File: src/rtl/rmag_pkg.sv
package rmag_pkg;

    localparam int OFS_W     = 16;
    localparam int REG_W     = 32;
    localparam int SEG_W     = 16;
    localparam int SEG_SHIFT = 4;
    localparam int NSEG      = 6;

    typedef enum logic [2:0] {
        AM_DIRECT   = 3'd0,
        AM_REG_IND  = 3'd1,
        AM_BASE_IDX = 3'd2,
        AM_REG_DISP = 3'd3,
        AM_BIX_DISP = 3'd4,
        AM_SCALED   = 3'd5
    } amode_e;

    typedef enum logic [2:0] {
        GR_AX = 3'd0, GR_CX = 3'd1, GR_DX = 3'd2, GR_BX = 3'd3,
        GR_SP = 3'd4, GR_BP = 3'd5, GR_SI = 3'd6, GR_DI = 3'd7
    } greg_e;

    typedef enum logic [2:0] {
        SG_ES = 3'd0, SG_CS = 3'd1, SG_SS = 3'd2,
        SG_DS = 3'd3, SG_FS = 3'd4, SG_GS = 3'd5
    } sreg_e;

    typedef struct packed {
        logic [2:0] mode;
        greg_e      base;
        greg_e      idx;
        logic [1:0] scale;
    } ea_ctl_t;

    // registers usable alone as an address pointer
    function automatic logic is_ptr_reg(greg_e r);
        return (r == GR_BX) || (r == GR_BP) || (r == GR_SI) || (r == GR_DI);
    endfunction

    function automatic logic is_base_reg(greg_e r);
        return (r == GR_BX) || (r == GR_BP);
    endfunction

    function automatic logic is_idx_reg(greg_e r);
        return (r == GR_SI) || (r == GR_DI);
    endfunction

    function automatic logic seg_code_ok(logic [2:0] c);
        return int'(c) < NSEG;
    endfunction

endpackage

File: src/rtl/rmag_ofs_unit.sv
module rmag_ofs_unit
    import rmag_pkg::*;
#(
    parameter int P_OFS_W = OFS_W
) (
    input  logic               clk,
    input  logic               rst,
    input  ea_ctl_t            ctl,
    input  logic [P_OFS_W-1:0] base_lo,
    input  logic [P_OFS_W-1:0] idx_lo,
    input  logic [P_OFS_W-1:0] disp,
    output logic [P_OFS_W-1:0] ea,
    output logic               bad,
    output logic               bp_used
);

    logic [P_OFS_W-1:0] idx_scaled;

    always_comb begin
        idx_scaled = idx_lo << ctl.scale;
        ea         = '0;
        bad        = 1'b0;
        bp_used    = 1'b0;
        case (ctl.mode)
            AM_DIRECT: begin
                ea = disp;
            end
            AM_REG_IND: begin
                ea      = base_lo;
                bad     = !is_ptr_reg(ctl.base);
                bp_used = (ctl.base == GR_BP);
            end
            AM_REG_DISP: begin
                ea      = base_lo + disp;
                bad     = !is_ptr_reg(ctl.base);
                bp_used = (ctl.base == GR_BP);
            end
            AM_BASE_IDX: begin
                ea      = base_lo + idx_lo;
                bad     = !is_base_reg(ctl.base) || !is_idx_reg(ctl.idx);
                bp_used = (ctl.base == GR_BP);
            end
            AM_BIX_DISP: begin
                ea      = base_lo + idx_lo + disp;
                bad     = !is_base_reg(ctl.base) || !is_idx_reg(ctl.idx);
                bp_used = (ctl.base == GR_BP);
            end
            AM_SCALED: begin
                ea      = base_lo + idx_scaled;
                bad     = (ctl.idx == GR_SP);
                bp_used = (ctl.base == GR_BP) || (ctl.idx == GR_BP);
            end
            default: begin
                bad = 1'b1;
            end
        endcase
    end

    // constant-only mode is always legal and passes the displacement
    p_direct_disp_r12: assert property (@(posedge clk) disable iff (rst)
        (ctl.mode == AM_DIRECT) |-> (ea == disp && !bad && !bp_used));

    // single-register modes reject non-pointer registers
    p_ptr_only_r4: assert property (@(posedge clk) disable iff (rst)
        ((ctl.mode == AM_REG_IND || ctl.mode == AM_REG_DISP) &&
         (ctl.base == GR_AX || ctl.base == GR_SP)) |-> bad);

endmodule

File: src/rtl/rmag_seg_pick.sv
module rmag_seg_pick
    import rmag_pkg::*;
(
    input  logic       clk,
    input  logic       rst,
    input  logic       bp_used,
    input  logic       ovr_valid,
    input  logic [2:0] ovr_code,
    output logic [2:0] seg_code,
    output logic       bad
);

    always_comb begin
        bad = 1'b0;
        if (ovr_valid) begin
            seg_code = ovr_code;
            bad      = !seg_code_ok(ovr_code);
        end else if (bp_used) begin
            seg_code = SG_SS;
        end else begin
            seg_code = SG_DS;
        end
    end

    // without override or stack pointer use the data segment is taken
    p_default_ds_r7: assert property (@(posedge clk) disable iff (rst)
        (!ovr_valid && !bp_used) |-> (seg_code == SG_DS && !bad));

    // a legal override is never rejected
    p_ovr_legal_r8: assert property (@(posedge clk) disable iff (rst)
        (ovr_valid && ovr_code < 3'd6) |-> !bad);

endmodule

File: src/rtl/rmag_lin_add.sv
module rmag_lin_add
    import rmag_pkg::*;
#(
    parameter int P_OFS_W     = OFS_W,
    parameter int P_SEG_W     = SEG_W,
    parameter int P_SEG_SHIFT = SEG_SHIFT,
    parameter int P_NSEG      = NSEG
) (
    input  logic                          clk,
    input  logic                          rst,
    input  logic [P_NSEG*P_SEG_W-1:0]     seg_flat,
    input  logic [2:0]                    seg_code,
    input  logic [P_OFS_W-1:0]            ea,
    output logic [P_SEG_W+P_SEG_SHIFT-1:0] lin
);

    localparam int LIN_W = P_SEG_W + P_SEG_SHIFT;

    logic [P_SEG_W-1:0] seg_arr [P_NSEG];
    logic [P_SEG_W-1:0] seg_val;
    logic [LIN_W-1:0]   seg_base;
    logic [LIN_W-1:0]   ofs_ext;

    for (genvar g = 0; g < P_NSEG; g++) begin : g_seg_unpack
        assign seg_arr[g] = seg_flat[g*P_SEG_W +: P_SEG_W];
    end

    always_comb begin
        seg_val = '0;
        for (int k = 0; k < P_NSEG; k++) begin
            if (int'(seg_code) == k) seg_val = seg_arr[k];
        end
        seg_base = {seg_val, {P_SEG_SHIFT{1'b0}}};
        ofs_ext  = LIN_W'(ea);
        lin      = seg_base + ofs_ext;
    end

    // the shifted base has zero low bits, so the low bits pass straight from the offset
    p_low_bits_r1: assert property (@(posedge clk) disable iff (rst)
        lin[P_SEG_SHIFT-1:0] == ea[P_SEG_SHIFT-1:0]);

endmodule

File: src/rtl/rm_linaddr_gen.sv
module rm_linaddr_gen
    import rmag_pkg::*;
#(
    parameter int P_OFS_W     = OFS_W,
    parameter int P_REG_W     = REG_W,
    parameter int P_SEG_W     = SEG_W,
    parameter int P_SEG_SHIFT = SEG_SHIFT
) (
    input  logic                           clk,
    input  logic                           rst,
    input  logic [2:0]                     mode_i,
    input  logic [2:0]                     base_sel_i,
    input  logic [P_REG_W-1:0]             base_val_i,
    input  logic [2:0]                     idx_sel_i,
    input  logic [P_REG_W-1:0]             idx_val_i,
    input  logic [P_OFS_W-1:0]             disp_i,
    input  logic [1:0]                     scale_i,
    input  logic                           ovr_valid_i,
    input  logic [2:0]                     ovr_seg_i,
    input  logic [P_SEG_W-1:0]             seg_es_i,
    input  logic [P_SEG_W-1:0]             seg_cs_i,
    input  logic [P_SEG_W-1:0]             seg_ss_i,
    input  logic [P_SEG_W-1:0]             seg_ds_i,
    input  logic [P_SEG_W-1:0]             seg_fs_i,
    input  logic [P_SEG_W-1:0]             seg_gs_i,
    output logic [P_OFS_W-1:0]             ea_o,
    output logic [2:0]                     seg_o,
    output logic [P_SEG_W+P_SEG_SHIFT-1:0] lin_o,
    output logic                           illegal_o
);

    localparam int LIN_W = P_SEG_W + P_SEG_SHIFT;

    ea_ctl_t               ctl;
    logic [P_OFS_W-1:0]    ea_c;
    logic                  ofs_bad;
    logic                  bp_used;
    logic [2:0]            seg_c;
    logic                  seg_bad;
    logic [LIN_W-1:0]      lin_c;
    logic [NSEG*P_SEG_W-1:0] seg_flat;
    logic                  any_bad;
    logic                  unused_hi_bits;

    assign ctl.mode  = mode_i;
    assign ctl.base  = greg_e'(base_sel_i);
    assign ctl.idx   = greg_e'(idx_sel_i);
    assign ctl.scale = scale_i;

    assign seg_flat = {seg_gs_i, seg_fs_i, seg_ds_i, seg_ss_i, seg_cs_i, seg_es_i};

    // upper register halves never reach the offset
    assign unused_hi_bits = ^{base_val_i[P_REG_W-1:P_OFS_W], idx_val_i[P_REG_W-1:P_OFS_W]};

    rmag_ofs_unit #(.P_OFS_W(P_OFS_W)) u_ofs (
        .clk     (clk),
        .rst     (rst),
        .ctl     (ctl),
        .base_lo (base_val_i[P_OFS_W-1:0]),
        .idx_lo  (idx_val_i[P_OFS_W-1:0]),
        .disp    (disp_i),
        .ea      (ea_c),
        .bad     (ofs_bad),
        .bp_used (bp_used)
    );

    rmag_seg_pick u_seg (
        .clk       (clk),
        .rst       (rst),
        .bp_used   (bp_used),
        .ovr_valid (ovr_valid_i),
        .ovr_code  (ovr_seg_i),
        .seg_code  (seg_c),
        .bad       (seg_bad)
    );

    rmag_lin_add #(
        .P_OFS_W     (P_OFS_W),
        .P_SEG_W     (P_SEG_W),
        .P_SEG_SHIFT (P_SEG_SHIFT),
        .P_NSEG      (NSEG)
    ) u_lin (
        .clk      (clk),
        .rst      (rst),
        .seg_flat (seg_flat),
        .seg_code (seg_c),
        .ea       (ea_c),
        .lin      (lin_c)
    );

    assign any_bad = ofs_bad || seg_bad;

    always_ff @(posedge clk) begin
        if (rst) begin
            ea_o      <= '0;
            seg_o     <= '0;
            lin_o     <= '0;
            illegal_o <= 1'b0;
        end else if (any_bad) begin
            ea_o      <= '0;
            seg_o     <= '0;
            lin_o     <= '0;
            illegal_o <= 1'b1;
        end else begin
            ea_o      <= ea_c;
            seg_o     <= seg_c;
            lin_o     <= lin_c;
            illegal_o <= 1'b0;
        end
    end

    // a flagged request leaves every address output at zero
    p_illegal_zero_r10: assert property (@(posedge clk) disable iff (rst)
        illegal_o |-> (ea_o == '0 && seg_o == '0 && lin_o == '0));

    // a legal override in a legal request names the output segment
    p_override_seg_r8: assert property (@(posedge clk) disable iff (rst)
        ($past(!rst && ovr_valid_i) && !illegal_o) |-> (seg_o == $past(ovr_seg_i)));

    // single-register offset equals the register's low half
    p_low_half_r2: assert property (@(posedge clk) disable iff (rst)
        $past(!rst && mode_i == AM_REG_IND && base_sel_i == GR_BX && !ovr_valid_i)
        |-> (ea_o == $past(base_val_i[P_OFS_W-1:0]) && !illegal_o));

    // outputs are cleared after a reset cycle
    p_reset_clear_r11: assert property (@(posedge clk)
        $past(rst) |-> (lin_o == '0 && !illegal_o));

endmodule

File: config.mk
export PLATFORM = sky130hd
export DESIGN_NAME = rm_linaddr_gen
export DESIGN_NICKNAME = d
export VERILOG_FILES = /design/src/rtl/rmag_pkg.sv /design/src/rtl/rmag_ofs_unit.sv /design/src/rtl/rmag_seg_pick.sv /design/src/rtl/rmag_lin_add.sv /design/src/rtl/rm_linaddr_gen.sv
export SDC_FILE = /design/constraint.sdc
export NUM_CORES = 1
export LEC_CHECK = 0
export BUFFER_PORTS_ARGS = -buffer_cell sky130_fd_sc_hd__buf_2
export CAP_MARGIN = 20
export CORE_ASPECT_RATIO = 1.25
export CORE_UTILIZATION = 45
export DETAILED_ROUTE_END_ITERATION = 10
export GPL_ROUTABILITY_DRIVEN = 1
export GPL_TIMING_DRIVEN = 0
export PLACE_DENSITY = 0.88
export SLEW_MARGIN = 20
export SYNTH_ARGS = -nofsm -noshare
export SYNTH_HDL_FRONTEND = slang
export SYNTH_SLANG_ARGS = --single-unit
File: constraint.sdc
create_clock -name clk -period 5.3 [get_ports clk]
set_input_delay 0.265 -clock clk [delete_from_list [all_inputs] [get_ports clk]]
set_output_delay 0.265 -clock clk [all_outputs]
set_load 0.1 [all_outputs]
==> impl_metrics.toml <==
[pwr]
p_int_mw = 0.902
p_seq_share_pct = 17.2
power_leakage_nw = 3.33
netSwitchingFraction_pct = 49.1
peakVddDrop_v = 0.000153
p_comb_share_pct = 66.8
netSwitchingPower_mw = 0.871
p_per_area_nw_per_um2 = 256
pwr-share-clk_pct = 16.0

[sta]
drv_slew = 0
fmax_ghz = 0.197
worst_slew_pin_slew_ns = 0.973
fin_worst_hold_slack_ns = 0.143
setup_viol = 0
fin_crit_ns = 5.07
fin_crit_sh_pct = 95.6
hold_viol_final = 0
relSlewSlack_pct = 34.7
fin_ws_ns = 0.231

[global_routing]
track_usage_pct = 31.3
grt.overflow.total = 0
grt_start_max_net_pins = 15
grt_first_pass_wirelength_um = 30300
grt_pass1_vias = 6152
grt_antenna_before_repair = 1

[drt]
drc = 0
avgRoutedWirePerCell_um = 18.7
wl_um = 20100
drtIter0Drc = 409
viasPerCell = 5.98
vias = 6425
antenna_left = 0
drtPass1Iterations = 5

[synth]
syn-cell-area_um2 = 5500
syn_area_per_cell_um2 = 7.80
synthCells = 705
synth_edf_count = 0
ys_seq_area_share_pct = 13.1
synth-xor-area-share_pct = 7.17
synthFlopType = "dfxtp_1"
synth.area.mux_share_pct = 13.8
synth_compound_gate_area_share_pct = 28.6
synth_nets = 960
synth_top_family_by_area = "compound AO/OA/AOI/OAI gates"
synth.distinct_cells = 64
synthSimpleGateAreaFrac_pct = 18.4
async_reset_ff_share_pct = 0
yosysWarnings = 0
ys_ff_latch = 36
yosys.area_share.adder_pct = 14.7

[floorplan]
start_util_pct = 46.7
die-width_um = 101
dieHeight_um = 126
dieArea_um2 = 12700
io_pins = 233
core_um2 = 11800
row_count = 44

[worst_setup_path]
critPathBufInv = 4
crit_type = "in2reg"
critPathTopFamily = "compound AO/OA/AOI/OAI gates"
crit_arrival_ns = 5.28
critPathCaptureType = "flop"
cp_slowest_stage_delay_ns = 0.48
crit_path_top_delay_cell = "mux4_2"
start_kind = "primary input"
path_cells = "buf_4, buf_6, buf_4, nand3_4, o41ai_2, ha_1, inv_1, fa_1, nand2b_1, a21oi_2, o21a_1, nor2_1, xnor2_1, mux4_2, o2bb2ai_1, ha_1, a21o_1, a21oi_1, o21bai_1, a21oi_2, o21ai_2, a31oi_2, or4_1, a21oi_1"
cp.required_ns = 5.52
crit_fanout = 13

[finish]
syn2layout_area_growth_pct = 26.2
fin_util_pct = 58.9
drive_above_1_share_pct = 29.2
design_area_um2 = 6940
nets = 1168

[min_path]
hold_class = "in2reg"

[flow_run]
maxCapViolCount = 0

[clock_tree]
clk_pin_slew_worst_paths_ns = 0.06
cts_hold_buffers = 0
numCtsBuffers = 5
cts_tree = "built"
root_buffer = "clkbuf_16"
cts.sink_count = 36
htree_levels = 2
cts_buffer_depth = 2

[placement]
place_area_um2 = 6690
gp_congestion = 1.00
dp_slack_ns = -1.10
dp_hpwl_um = 16800
io_buffers = 198

[status]
status = "finished clean"
==> synthesized netlist by cell type (all sizes together), types with 17 or more instances <==
cell type	number	area, µm²
xnor2	29	254
nor2	55	206
a21o	18	135
inv	22	82.6
dfxtp	36	721
nand2	49	184
mux2	18	203
ha	58	726
a21oi	66	330
mux2i	33	330
and2	17	106
clkbuf	20	77.6
nor2b	21	131
o21ai	43	215
==> cell families after synthesis <==
family | after synthesis
AO/OA/AOI/OAI | 238
flip-flops | 36
XOR/XNOR | 45
multiplexers | 61
adder cells (fa/ha/maj) | 62
AND/OR/NAND/NOR | 207
buffers and inverters | 56
==> state kept, by name, summed over array words and instances, names as in the netlist <==
name and cells:
lin_o 16, ea_o 16, illegal_o 1, seg_o 3
==> final timing paths <==
kind                   from        end  slack (ns)  cells past startpoint
setup / recovery  mode_i[0]  lin_o[18]        0.23                     24
hold / removal          rst  illegal_o        0.14                      2
==> metrics by stage <==
stage / power [mW] / setup TNS, ns / instances
after global placement: 1.41 / -6.88 / 1064
after detailed placement: 1.43 / -8.24 / 1064
after floorplan: 1.16 / 0 / 705
final: 1.77 / 0 / 1075
after global routing: 1.88 / -0.394 / 1075
after CTS: 1.73 / 0 / 1069
==> cell usage in the layout, fill, tap and decap left out, types with 16 or more instances in the layout <==
| cell | n |
|---|---|
| ha_1 | 58 |
| mux2i_1 | 33 |
| nand2_1 | 49 |
| inv_1 | 22 |
| nor2_1 | 55 |
| dfxtp_1 | 36 |
| xnor2_1 | 29 |
| nor3_1 | 16 |
| o21ai_0 | 41 |
| mux2_2 | 18 |
| buf_2 | 199 |
| nor2b_1 | 21 |
| clkbuf_1 | 17 |
| and2_1 | 17 |
| xor2_1 | 16 |
| a21o_1 | 18 |
| a21oi_1 | 62 |
==> cell type report <==
type                       count  area, µm²
fill                        1142       4840
buffer                        29        144
multi-input combinational    613       4610
tap                          161        201
clock inverter                 2       12.5
inverter                      24       90.1
antenna                        1       2.50
clock buffer                   5        125
timing repair buffer         204       1040
sequential                    36        721
==> power by group through the flow <==
stage	clock, mW	sequential, mW	combinational [mW]
CTS	0.284	0.306	1.14
global route	0.296	0.308	1.27
floorplan	0	0.515	0.649
finish	0.284	0.306	1.18
global placement	0	0.311	1.10
detailed placement	0	0.312	1.12
==> layer usage <==
metal  share of wire [%]  GRT usage [%]
met1                  37           33.4
met2                  49           56.0
met3                 9.1           6.71
met4                 4.9           18.1
met5                   0              0
==> repair_timing <==
item	CTS	global route
endpoints found under the setup margin	11	6
setup buffers	0	6
pin swaps	0	6
resized for setup	11	10
(Power assumes the default switching activity.)
